[src/rtl/vit_pkg.sv]
package vit_pkg;
  localparam int VEC_W    = 8;
  localparam int NUM_VEC  = 1 << VEC_W;
  localparam int DATA_W   = 32;
  localparam int WORDS    = NUM_VEC / DATA_W;
  localparam int ADDR_W   = 12;
  localparam int SLOT_SH  = 4;
  // Register windows, given as 16-byte slot numbers.
  localparam int ISR_SLOT = 'h10;
  localparam int REQ_SLOT = 'h20;
  localparam int EN_SLOT  = 'h48;
endpackage

[src/rtl/vit_prio_enc.sv]
// Highest-set-bit search in two stages: group select, then bit select.
module vit_prio_enc #(
  parameter int WIDTH = 256,
  parameter int GRP   = 8,
  localparam int NG   = WIDTH / GRP,
  localparam int GW   = $clog2(NG),
  localparam int BW   = $clog2(GRP)
) (
  input  logic [WIDTH-1:0] vec_i,
  output logic             valid_o,
  output logic [GW+BW-1:0] idx_o
);
  logic [NG-1:0]  grp_any;
  logic [GW-1:0]  grp_sel;
  logic [GRP-1:0] grp_bits;
  logic [BW-1:0]  bit_sel;

  for (genvar g = 0; g < NG; g++) begin : g_grp
    assign grp_any[g] = |vec_i[g*GRP +: GRP];
  end

  always_comb begin
    grp_sel = '0;
    for (int g = 0; g < NG; g++) begin
      if (grp_any[g]) grp_sel = g[GW-1:0];
    end
  end

  assign grp_bits = vec_i[grp_sel*GRP +: GRP];

  always_comb begin
    bit_sel = '0;
    for (int b = 0; b < GRP; b++) begin
      if (grp_bits[b]) bit_sel = b[BW-1:0];
    end
  end

  assign valid_o = |grp_any;
  assign idx_o   = {grp_sel, bit_sel};
endmodule

[src/rtl/vit_state.sv]
// Request, in-service and enable registers with their update rules.
module vit_state #(
  parameter int VEC_W   = 8,
  parameter int DATA_W  = 32,
  localparam int NUM_VEC = 1 << VEC_W,
  localparam int WORDS   = NUM_VEC / DATA_W,
  localparam int WIX     = $clog2(WORDS)
) (
  input  logic               clk,
  input  logic               rst_n,
  input  logic               raise_vld,
  input  logic [VEC_W-1:0]   raise_vec,
  input  logic               ack_vld,
  input  logic [VEC_W-1:0]   ack_vec,
  input  logic               eoi,
  input  logic               isr_top_vld,
  input  logic [VEC_W-1:0]   isr_top_idx,
  input  logic               en_wr_vld,
  input  logic [WIX-1:0]     en_wr_word,
  input  logic [DATA_W-1:0]  en_wr_data,
  output logic [NUM_VEC-1:0] req_q,
  output logic [NUM_VEC-1:0] isr_q,
  output logic [NUM_VEC-1:0] en_q
);
  logic [NUM_VEC-1:0] req_d, isr_d, en_d;
  logic               upd_en;

  assign upd_en = raise_vld | ack_vld | eoi | en_wr_vld;

  always_comb begin
    req_d = req_q;
    isr_d = isr_q;
    en_d  = en_q;
    if (eoi && isr_top_vld) isr_d[isr_top_idx] = 1'b0;
    if (ack_vld) begin
      isr_d[ack_vec] = 1'b1;
      req_d[ack_vec] = 1'b0;
    end
    if (raise_vld && en_q[raise_vec]) req_d[raise_vec] = 1'b1;
    if (en_wr_vld) en_d[en_wr_word*DATA_W +: DATA_W] = en_wr_data;
  end

  always_ff @(posedge clk or negedge rst_n) begin
    if (!rst_n) begin
      req_q <= '0;
      isr_q <= '0;
      en_q  <= '1;
    end else if (upd_en) begin
      req_q <= req_d;
      isr_q <= isr_d;
      en_q  <= en_d;
    end
  end
endmodule

[src/rtl/vit_regport.sv]
// Word view of the three sets; only the enable window accepts writes.
module vit_regport #(
  parameter int VEC_W   = 8,
  parameter int DATA_W  = 32,
  parameter int ADDR_W  = 12,
  localparam int NUM_VEC = 1 << VEC_W,
  localparam int WORDS   = NUM_VEC / DATA_W,
  localparam int WIX     = $clog2(WORDS),
  localparam int SLOT_W  = ADDR_W - vit_pkg::SLOT_SH
) (
  input  logic [ADDR_W-1:0]  reg_addr,
  input  logic               reg_wr,
  input  logic [DATA_W-1:0]  reg_wdata,
  input  logic [NUM_VEC-1:0] req_i,
  input  logic [NUM_VEC-1:0] isr_i,
  input  logic [NUM_VEC-1:0] en_i,
  output logic [DATA_W-1:0]  reg_rdata,
  output logic               en_wr_vld,
  output logic [WIX-1:0]     en_wr_word,
  output logic [DATA_W-1:0]  en_wr_data
);
  localparam logic [SLOT_W-1:0] ISR_S = SLOT_W'(vit_pkg::ISR_SLOT);
  localparam logic [SLOT_W-1:0] REQ_S = SLOT_W'(vit_pkg::REQ_SLOT);
  localparam logic [SLOT_W-1:0] EN_S  = SLOT_W'(vit_pkg::EN_SLOT);
  localparam logic [SLOT_W-1:0] NW    = SLOT_W'(WORDS);

  logic [SLOT_W-1:0] slot, isr_off, req_off, en_off;
  logic              isr_hit, req_hit, en_hit;

  assign slot    = reg_addr[ADDR_W-1:vit_pkg::SLOT_SH];
  assign isr_off = slot - ISR_S;
  assign req_off = slot - REQ_S;
  assign en_off  = slot - EN_S;
  assign isr_hit = isr_off < NW;
  assign req_hit = req_off < NW;
  assign en_hit  = en_off < NW;

  always_comb begin
    reg_rdata = '0;
    if (isr_hit)      reg_rdata = isr_i[isr_off[WIX-1:0]*DATA_W +: DATA_W];
    else if (req_hit) reg_rdata = req_i[req_off[WIX-1:0]*DATA_W +: DATA_W];
    else if (en_hit)  reg_rdata = en_i[en_off[WIX-1:0]*DATA_W +: DATA_W];
  end

  assign en_wr_vld  = reg_wr & en_hit;
  assign en_wr_word = en_off[WIX-1:0];
  assign en_wr_data = reg_wdata;
endmodule

[src/rtl/vit_tracker.sv]
module vit_tracker #(
  parameter int VEC_W  = vit_pkg::VEC_W,
  parameter int DATA_W = vit_pkg::DATA_W,
  parameter int ADDR_W = vit_pkg::ADDR_W,
  localparam int NUM_VEC = 1 << VEC_W,
  localparam int WORDS   = NUM_VEC / DATA_W,
  localparam int WIX     = $clog2(WORDS)
) (
  input  logic              clk,
  input  logic              rst_n,
  input  logic              raise_vld,
  input  logic [VEC_W-1:0]  raise_vec,
  input  logic              ack_vld,
  input  logic [VEC_W-1:0]  ack_vec,
  input  logic              eoi,
  input  logic              reg_wr,
  input  logic [ADDR_W-1:0] reg_addr,
  input  logic [DATA_W-1:0] reg_wdata,
  output logic [DATA_W-1:0] reg_rdata,
  output logic              irq_pending,
  output logic [VEC_W-1:0]  irq_vector
);
  logic [1:0]         rst_pipe;
  logic               rst_sync_n;
  logic [NUM_VEC-1:0] req_q, isr_q, en_q;
  logic               req_vld, isr_vld, en_wr_vld;
  logic [VEC_W-1:0]   req_idx, isr_idx;
  logic [WIX-1:0]     en_wr_word;
  logic [DATA_W-1:0]  en_wr_data;

  always_ff @(posedge clk or negedge rst_n) begin
    if (!rst_n) rst_pipe <= '0;
    else        rst_pipe <= {rst_pipe[0], 1'b1};
  end
  assign rst_sync_n = rst_pipe[1];

  vit_state #(.VEC_W(VEC_W), .DATA_W(DATA_W)) state_i (
    .clk(clk), .rst_n(rst_sync_n),
    .raise_vld(raise_vld), .raise_vec(raise_vec),
    .ack_vld(ack_vld), .ack_vec(ack_vec), .eoi(eoi),
    .isr_top_vld(isr_vld), .isr_top_idx(isr_idx),
    .en_wr_vld(en_wr_vld), .en_wr_word(en_wr_word), .en_wr_data(en_wr_data),
    .req_q(req_q), .isr_q(isr_q), .en_q(en_q)
  );

  vit_prio_enc #(.WIDTH(NUM_VEC)) req_enc_i (
    .vec_i(req_q), .valid_o(req_vld), .idx_o(req_idx)
  );

  vit_prio_enc #(.WIDTH(NUM_VEC)) isr_enc_i (
    .vec_i(isr_q), .valid_o(isr_vld), .idx_o(isr_idx)
  );

  vit_regport #(.VEC_W(VEC_W), .DATA_W(DATA_W), .ADDR_W(ADDR_W)) regs_i (
    .reg_addr(reg_addr), .reg_wr(reg_wr), .reg_wdata(reg_wdata),
    .req_i(req_q), .isr_i(isr_q), .en_i(en_q),
    .reg_rdata(reg_rdata),
    .en_wr_vld(en_wr_vld), .en_wr_word(en_wr_word), .en_wr_data(en_wr_data)
  );

  assign irq_pending = req_vld && (!isr_vld || (req_idx > isr_idx));
  assign irq_vector  = irq_pending ? req_idx : '0;
endmodule

[config.mk]
export PLATFORM = sky130hd
export DESIGN_NAME = vit_tracker
export DESIGN_NICKNAME = d
export VERILOG_FILES = /design/src/rtl/vit_pkg.sv /design/src/rtl/vit_prio_enc.sv /design/src/rtl/vit_state.sv /design/src/rtl/vit_regport.sv /design/src/rtl/vit_tracker.sv
export SDC_FILE = /design/constraint.sdc
export NUM_CORES = 2
export LEC_CHECK = 0
export ABC_AREA = 0
export CAP_MARGIN = 20
export CORE_ASPECT_RATIO = 1.1
export CORE_MARGIN = 8
export CORE_UTILIZATION = 55
export CTS_BUF_LIST = sky130_fd_sc_hd__clkbuf_4 sky130_fd_sc_hd__clkbuf_8 sky130_fd_sc_hd__clkbuf_16
export DETAILED_ROUTE_END_ITERATION = 7
export PLACE_DENSITY = 0.79
export SYNTH_ARGS = -nofsm -noshare
export SYNTH_HDL_FRONTEND = slang
export SYNTH_SLANG_ARGS = --single-unit
[constraint.sdc]
create_clock -name clk -period 27.3 [get_ports clk]
set_input_delay 5.46 -clock clk [delete_from_list [all_inputs] [get_ports clk]]
set_output_delay 5.46 -clock clk [all_outputs]
set_load 0.02 [all_outputs]
Word-level counts from Yosys, hierarchy flattened
Cells that the tools add are included.
- mux-type cells: 93
- add/subtract/negate cells: 4
- reductions and logical operators: 73
- magnitude comparators: 10
- shifts and indexed selects: 7
- bitwise gates (word level): 10
- operators by type and width (kind ; count):
    256-bit 2-to-1 mux ; 4
    256-bit by 9-bit variable part select with 32-bit output ; 3
    256-bit AND ; 2
    256-bit NOT ; 2
    256-bit bitwise OR ; 2
    256-bit OR reduction ; 2
    256-bit by 9-bit variable part select with 8-bit output ; 2
    8-bit OR reduction ; 62
    256-bit bitwise mux ; 1
    32-bit by 34-bit variable shift with 256-bit output, first input constant ; 1
    32-bit by 34-bit variable part select with 256-bit output ; 1
    5-bit 2-to-1 mux ; 32
    32-bit 2-to-1 mux ; 3
    4-bit 2-to-1 mux ; 16
    3-bit 2-to-1 mux ; 16
    8-bit negation with 34-bit output ; 1
    8-bit by 9-bit < comparator with 1-bit output, second input constant ; 3
    1-bit demux with 8-bit select ; 3
    8-bit by 1-bit greater-or-equal comparator with 1-bit output, second input constant ; 3
    8-bit by 4-bit < comparator with 1-bit output, second input constant ; 3
    2-bit 2-to-1 mux ; 8
    1-bit binary-select mux with 8-bit select ; 1
    8-bit > comparator ; 1
    1-bit 2-to-1 mux ; 8
    10 further kinds ; 17
- word-level logic and storage cells: 201
- register bits: 770
- bits of input ports: 66
- output and inout bits: 41

Logic depth before layout (Yosys ltp)
- word-level depth: 49
- gate-level depth with buffers: 29
- depth with buffers taken out: 25

Hierarchy
From an unflattened synthesis, not the netlist that was laid out.
- cells, all modules: 4304
- area, all modules: 45264.7 um^2
- modules (own cells, without submodules) (module ; times used ; area each (um^2) ; seq. area each (um^2) ; cells an instance):
    vit_state ; 1 ; 31803.0 ; 19538.7 ; 2799
    vit_regport ; 1 ; 6638.9 ; 0.0 ; 588
    vit_prio_enc ; 2 ; 3233.1 ; 0.0 ; 433
    vit_tracker ; 1 ; 356.6 ; 50.0 ; 51

Worst setup path after synthesis
Ideal clock, no wire load.
- path kind: input-to-output
- from: input port reg_addr[4]
- to: output port reg_rdata[22]
- cell stages on the path: 9
- data arrival time: 7.671 ns
- slack: 14.169 ns
- required time: 21.840 ns
- path buffers: 4
- cell sequence: clkbuf_1 -> buf_1 -> buf_1 -> clkbuf_1 -> mux4_2 -> nand2_1 -> nand2_1 -> nand2_1 -> o221ai_1
- word-level cells in the longest chain between the ends: 5
- elaborated cells between the ends (all ways): 12
- those cells by class: add/sub (3); order compare (3); shift (3); mux (3)
- RTL lines (element ; line ; RTL):
    from (decl) ; vit_tracker.sv:17 ; input logic [ADDR_W-1:0] reg_addr,
    8-bit by 7-bit subtractor with 8-bit output ; vit_regport.sv:33 ; assign en_off = slot - EN_S;
    256-bit by 9-bit variable part select with 32-bit output or 8-bit by 4-bit < comparator with 1-bit output (tied branches) ; vit_regport.sv:42, vit_regport.sv:36 ;
    32-bit 2-to-1 mux ; vit_regport.sv:42 ; else if (en_hit) reg_rdata = en_i[en_off[WIX-1:0]*DATA_W +: DATA_W];
    32-bit 2-to-1 mux ; vit_regport.sv:41 ; else if (req_hit) reg_rdata = req_i[req_off[WIX-1:0]*DATA_W +: DATA_W];
    32-bit 2-to-1 mux (*) ; vit_regport.sv:40 ; if (isr_hit) reg_rdata = isr_i[isr_off[WIX-1:0]*DATA_W +: DATA_W];
    to (decl) ; vit_tracker.sv:19 ; output logic [DATA_W-1:0] reg_rdata,
Every way passes the cells marked *; elsewhere a longest branch is shown, timed or not.

Worst setup path after layout
- from: register state_i.req_q[87]
- to: output port irq_vector[1]
- word-level cells in the longest chain between the ends: 35
- elaborated cells between the ends (all ways): 36
- those cells by class: order compare (1); shift (1); mux (30); reduce/logical (4)
- RTL lines (element ; line ; RTL):
    from (decl) ; vit_state.sv:21 ; output logic [NUM_VEC-1:0] req_q,
    from (signal assigned) ; vit_state.sv:49 ; req_q <= req_d;
    8-bit OR reduction ; vit_prio_enc.sv:19 ; assign grp_any[g] = |vec_i[g*GRP +: GRP];
    4-bit 2-to-1 mux (6 in series) ; vit_prio_enc.sv:25 ; if (grp_any[g]) grp_sel = g[GW-1:0];
    5-bit 2-to-1 mux (16 in series) ; vit_prio_enc.sv:25 ;
    256-bit by 9-bit variable part select with 8-bit output ; vit_prio_enc.sv:29 ; assign grp_bits = vec_i[grp_sel*GRP +: GRP];
    1-bit 2-to-1 mux ; vit_prio_enc.sv:34 ; if (grp_bits[b]) bit_sel = b[BW-1:0];
    2-bit 2-to-1 mux (2 in series) ; vit_prio_enc.sv:34 ;
    3-bit 2-to-1 mux (4 in series) ; vit_prio_enc.sv:34 ;
    8-bit > comparator ; vit_tracker.sv:61 ; assign irq_pending = req_vld && (!isr_vld || (req_idx > isr_idx));
    1-bit logical OR ; vit_tracker.sv:61 ;
    1-bit logical AND ; vit_tracker.sv:61 ;
    8-bit 2-to-1 mux (*) ; vit_tracker.sv:62 ; assign irq_vector = irq_pending ? req_idx : '0;
    to (decl) ; vit_tracker.sv:21 ; output logic [VEC_W-1:0] irq_vector
Marked as above.

==> reports/results.ini <==
[placed_design]
gp_congestion=1.064
dp.cells=5235
dp_hpwl_um=159000
port_buffers=102

[cells_and_area]
ff_latch_area_um2=19590
final_nets=4365
multiInputGateArea_um2=23850
drive_above_1_share_pct=22.78
fillers=6340
final_cells=5411
utilization_pct=62.15
syn_to_final_growth_pct=12.11

[sta]
timing.final.hold_violations=0
max_freq_ghz=0.06431
tightest_slew_ps=1321
relSlewSlack_pct=11.42
fin_tns_setup_ps=0
rsz0062_at_grt=false
fin_skew_ps=36.39
setup_violations=0
period_share_pct=56.96
period_needed_ps=15550
drv_slew=0
hold-worst-slack_ps=350.3

[global_route]
antenna_found_initial=9
grt_max_degree=187
gr-total-overflow=0
grt_pass1_vias=39883
grt_pass1_wl_um=306600
grt_usage_pct=47.70

[status]
outcome=finished with violations
violations=design-rule violations

[floorplan]
core_area_um2=80330
die_h_um=314.4
design.die.area_um2=90330
io_pins=107
start_util_pct=55.43
row_count=109
die_w_um=287.3

[clocking]
cts_setup_buffers=0
cts_root_buf=clkbuf_16
cts_tree=done
numClockSinks=770
clockBufferDepth=3
cts_made_buffers=85
cts_hold_buf=0
clock_latency_ps=690
cts_resized=0
clk_pin_slew_ps=60
htreeDepth=3

[critical_path]
cp-end-kind=output port
r2r_slack_ps=19230
crit_type=register to output port
arrival_ps=10090
crit_fanout=43
cp-start-kind=register
r2r_start=state_i.isr_q[101]
crit_required_ps=21840
rr_worst_depth=17
rr_endpoint=state_i.isr_q[248]

[job]
max_cap_viol_count=0

[power_and_ir_drop]
leakage_nw=20.96
vdd_ir_drop_max_v=0.0002719
power.density_nw_per_um2=91.05

[detailed_routing]
drt_iter0_drc=6938
wirelength_um=218700
ant_nets=0
firstDrtPassIters=8
vias_per_cell=7.713
drc=21
wl_per_cell_um=40.42
via_count=41735

[synthesis]
synth_warnings=0
synth_edf_count=0
syn_avg_cell_area_um2=10.30
synthCells=4325
yosysSeqAreaShare_pct=43.99
async_flop_share_pct=100.0
synth-seq-cells=770
ys_types=86
syn-num-nets=4406
synth_ff_type=dfrtp_1
syn-cell-area_um2=44530

[min_path]
holdPathStages=0
holdPathEnd=rst_pipe[1]
min_from=rst_pipe[0]
hp-class=register to register

area by class of cell:
class                           instances  share of cell area, %
Tap cell                             1054                  2.642
Sequential cell                       770                  39.25
Clock buffer                          121                  5.143
Antenna cell                            6                0.03008
Clock inverter                         33                 0.9574
Multi-Input combinational cell       3186                  47.78
Inverter                               19                 0.1579
Timing Repair Buffer                  222                  4.045
per-stage QoR:
step,power [mW],worst slack (ps),cell area [um^2]
2_1_floorplan,2.453,4696,44530
3_3_place_gp,3.173,12380,46670
3_5_place_dp,3.168,12360,46680
4_1_cts,4.412,12370,49730
5_1_grt,4.602,11620,49910
6_report,4.545,11750,49920
cells in the mapped netlist, types with 29 or more instances:
library cell	n	share of area (%)
nand2_1	1027	8.7
o221ai_1	35	0.69
nand4_1	37	0.52
clkbuf_1	288	2.4
mux4_2	275	14
mux2i_1	201	4.5
o21ai_0	334	3.8
o22ai_1	33	0.46
nor4_1	125	1.8
mux2_2	69	1.7
a21oi_1	93	1.0
a22o_1	334	6.6
buf_1	43	0.36
nand3_1	53	0.60
nor2_1	111	0.94
and2_1	29	0.41
a211oi_1	33	0.56
a31oi_1	79	1.1
dfstp_2	256	15
nand2b_1	50	0.70
nor3_1	40	0.45
dfrtp_1	514	29
cell families (layout without fill, tap and decap cells):
family	count (synthesis)	count (layout)	share of synthesized area [%]
compound gates	1049	1049	16.31
xor+xnor	4	4	0.07869
fa+ha+maj	15	15	0.4215
buf+inv	369	395	3.265
flops	770	770	43.99
mux	545	545	20.17
other cells	1	7	0.008422
simple gates	1572	1572	15.75
layer usage:
metal,global-route usage (%),share of wire [%],wire length (um)
met1,55.45,32,71000
met2,71.40,43,94590
met3,16.96,13,29130
met4,37.73,11,23980
met5,0,0.013,29
where the power goes:
group	total (mW)	switching [mW]	internal, mW
clock	1.26	0.520	0.739
combinational	1.98	1.43	0.551
sequential	1.31	0.0980	1.21
total	4.55	2.04	2.50
sequential cells by signal (all words and copies together) (netlist names):
signal         flops
state_i.en_q     256
state_i.isr_q    256
state_i.req_q    256
rst_pipe           2
worst max-delay path, stage by stage (launching register included):
cell and delay, ps:
dfrtp_1 520, nor4_1 1100, nand4_1 450, a2111oi_0 680
o21ai_0 250, o211a_1 230, nor2_4 90, buf_4 610
inv_1 130, buf_4 270, a211oi_1 1090, a31oi_1 120
a22oi_1 430, o211ai_1 190, a211oi_1 500, o21a_1 450
ha_1 220, nor2b_1 50, o21ai_0 140, nand2b_1 70
a21oi_1 140, o21ai_0 90, o21ai_0 70, and2_1 340
a41o_1 350, inv_1 100, and2_1 170, clkdlybuf4s50_1 540
layout by cell type (no fill, tap or decap), drive strengths merged, types with 97 or more instances in the layout:
| cell | n |
|---|---|
| dfstp | 256 |
| mux2i | 201 |
| dfrtp | 514 |
| nor2 | 112 |
| a22o | 334 |
| clkbuf | 122 |
| buf | 124 |
| clkdlybuf4s50 | 97 |
| o21ai | 335 |
| nand2 | 1028 |
| mux4 | 275 |
| nor4 | 125 |
worst max path at each step:
| stage | from | endpoint | slack (ps) | cells after the start |
|---|---|---|---|---|
| finish | state_i.req_q[87] | irq_vector[1] | 11750 | 27 |
| global route | state_i.isr_q[101] | irq_vector[2] | 11620 | 27 |
| CTS | reg_addr[4] | reg_rdata[12] | 12370 | 7 |
| detailed placement | reg_addr[4] | reg_rdata[12] | 12360 | 7 |
| global placement | reg_addr[4] | reg_rdata[12] | 12380 | 7 |
| floorplan | rst_pipe[1] | state_i.isr_q[0] | 4700 | 0 |
(Power assumes the default switching activity.)
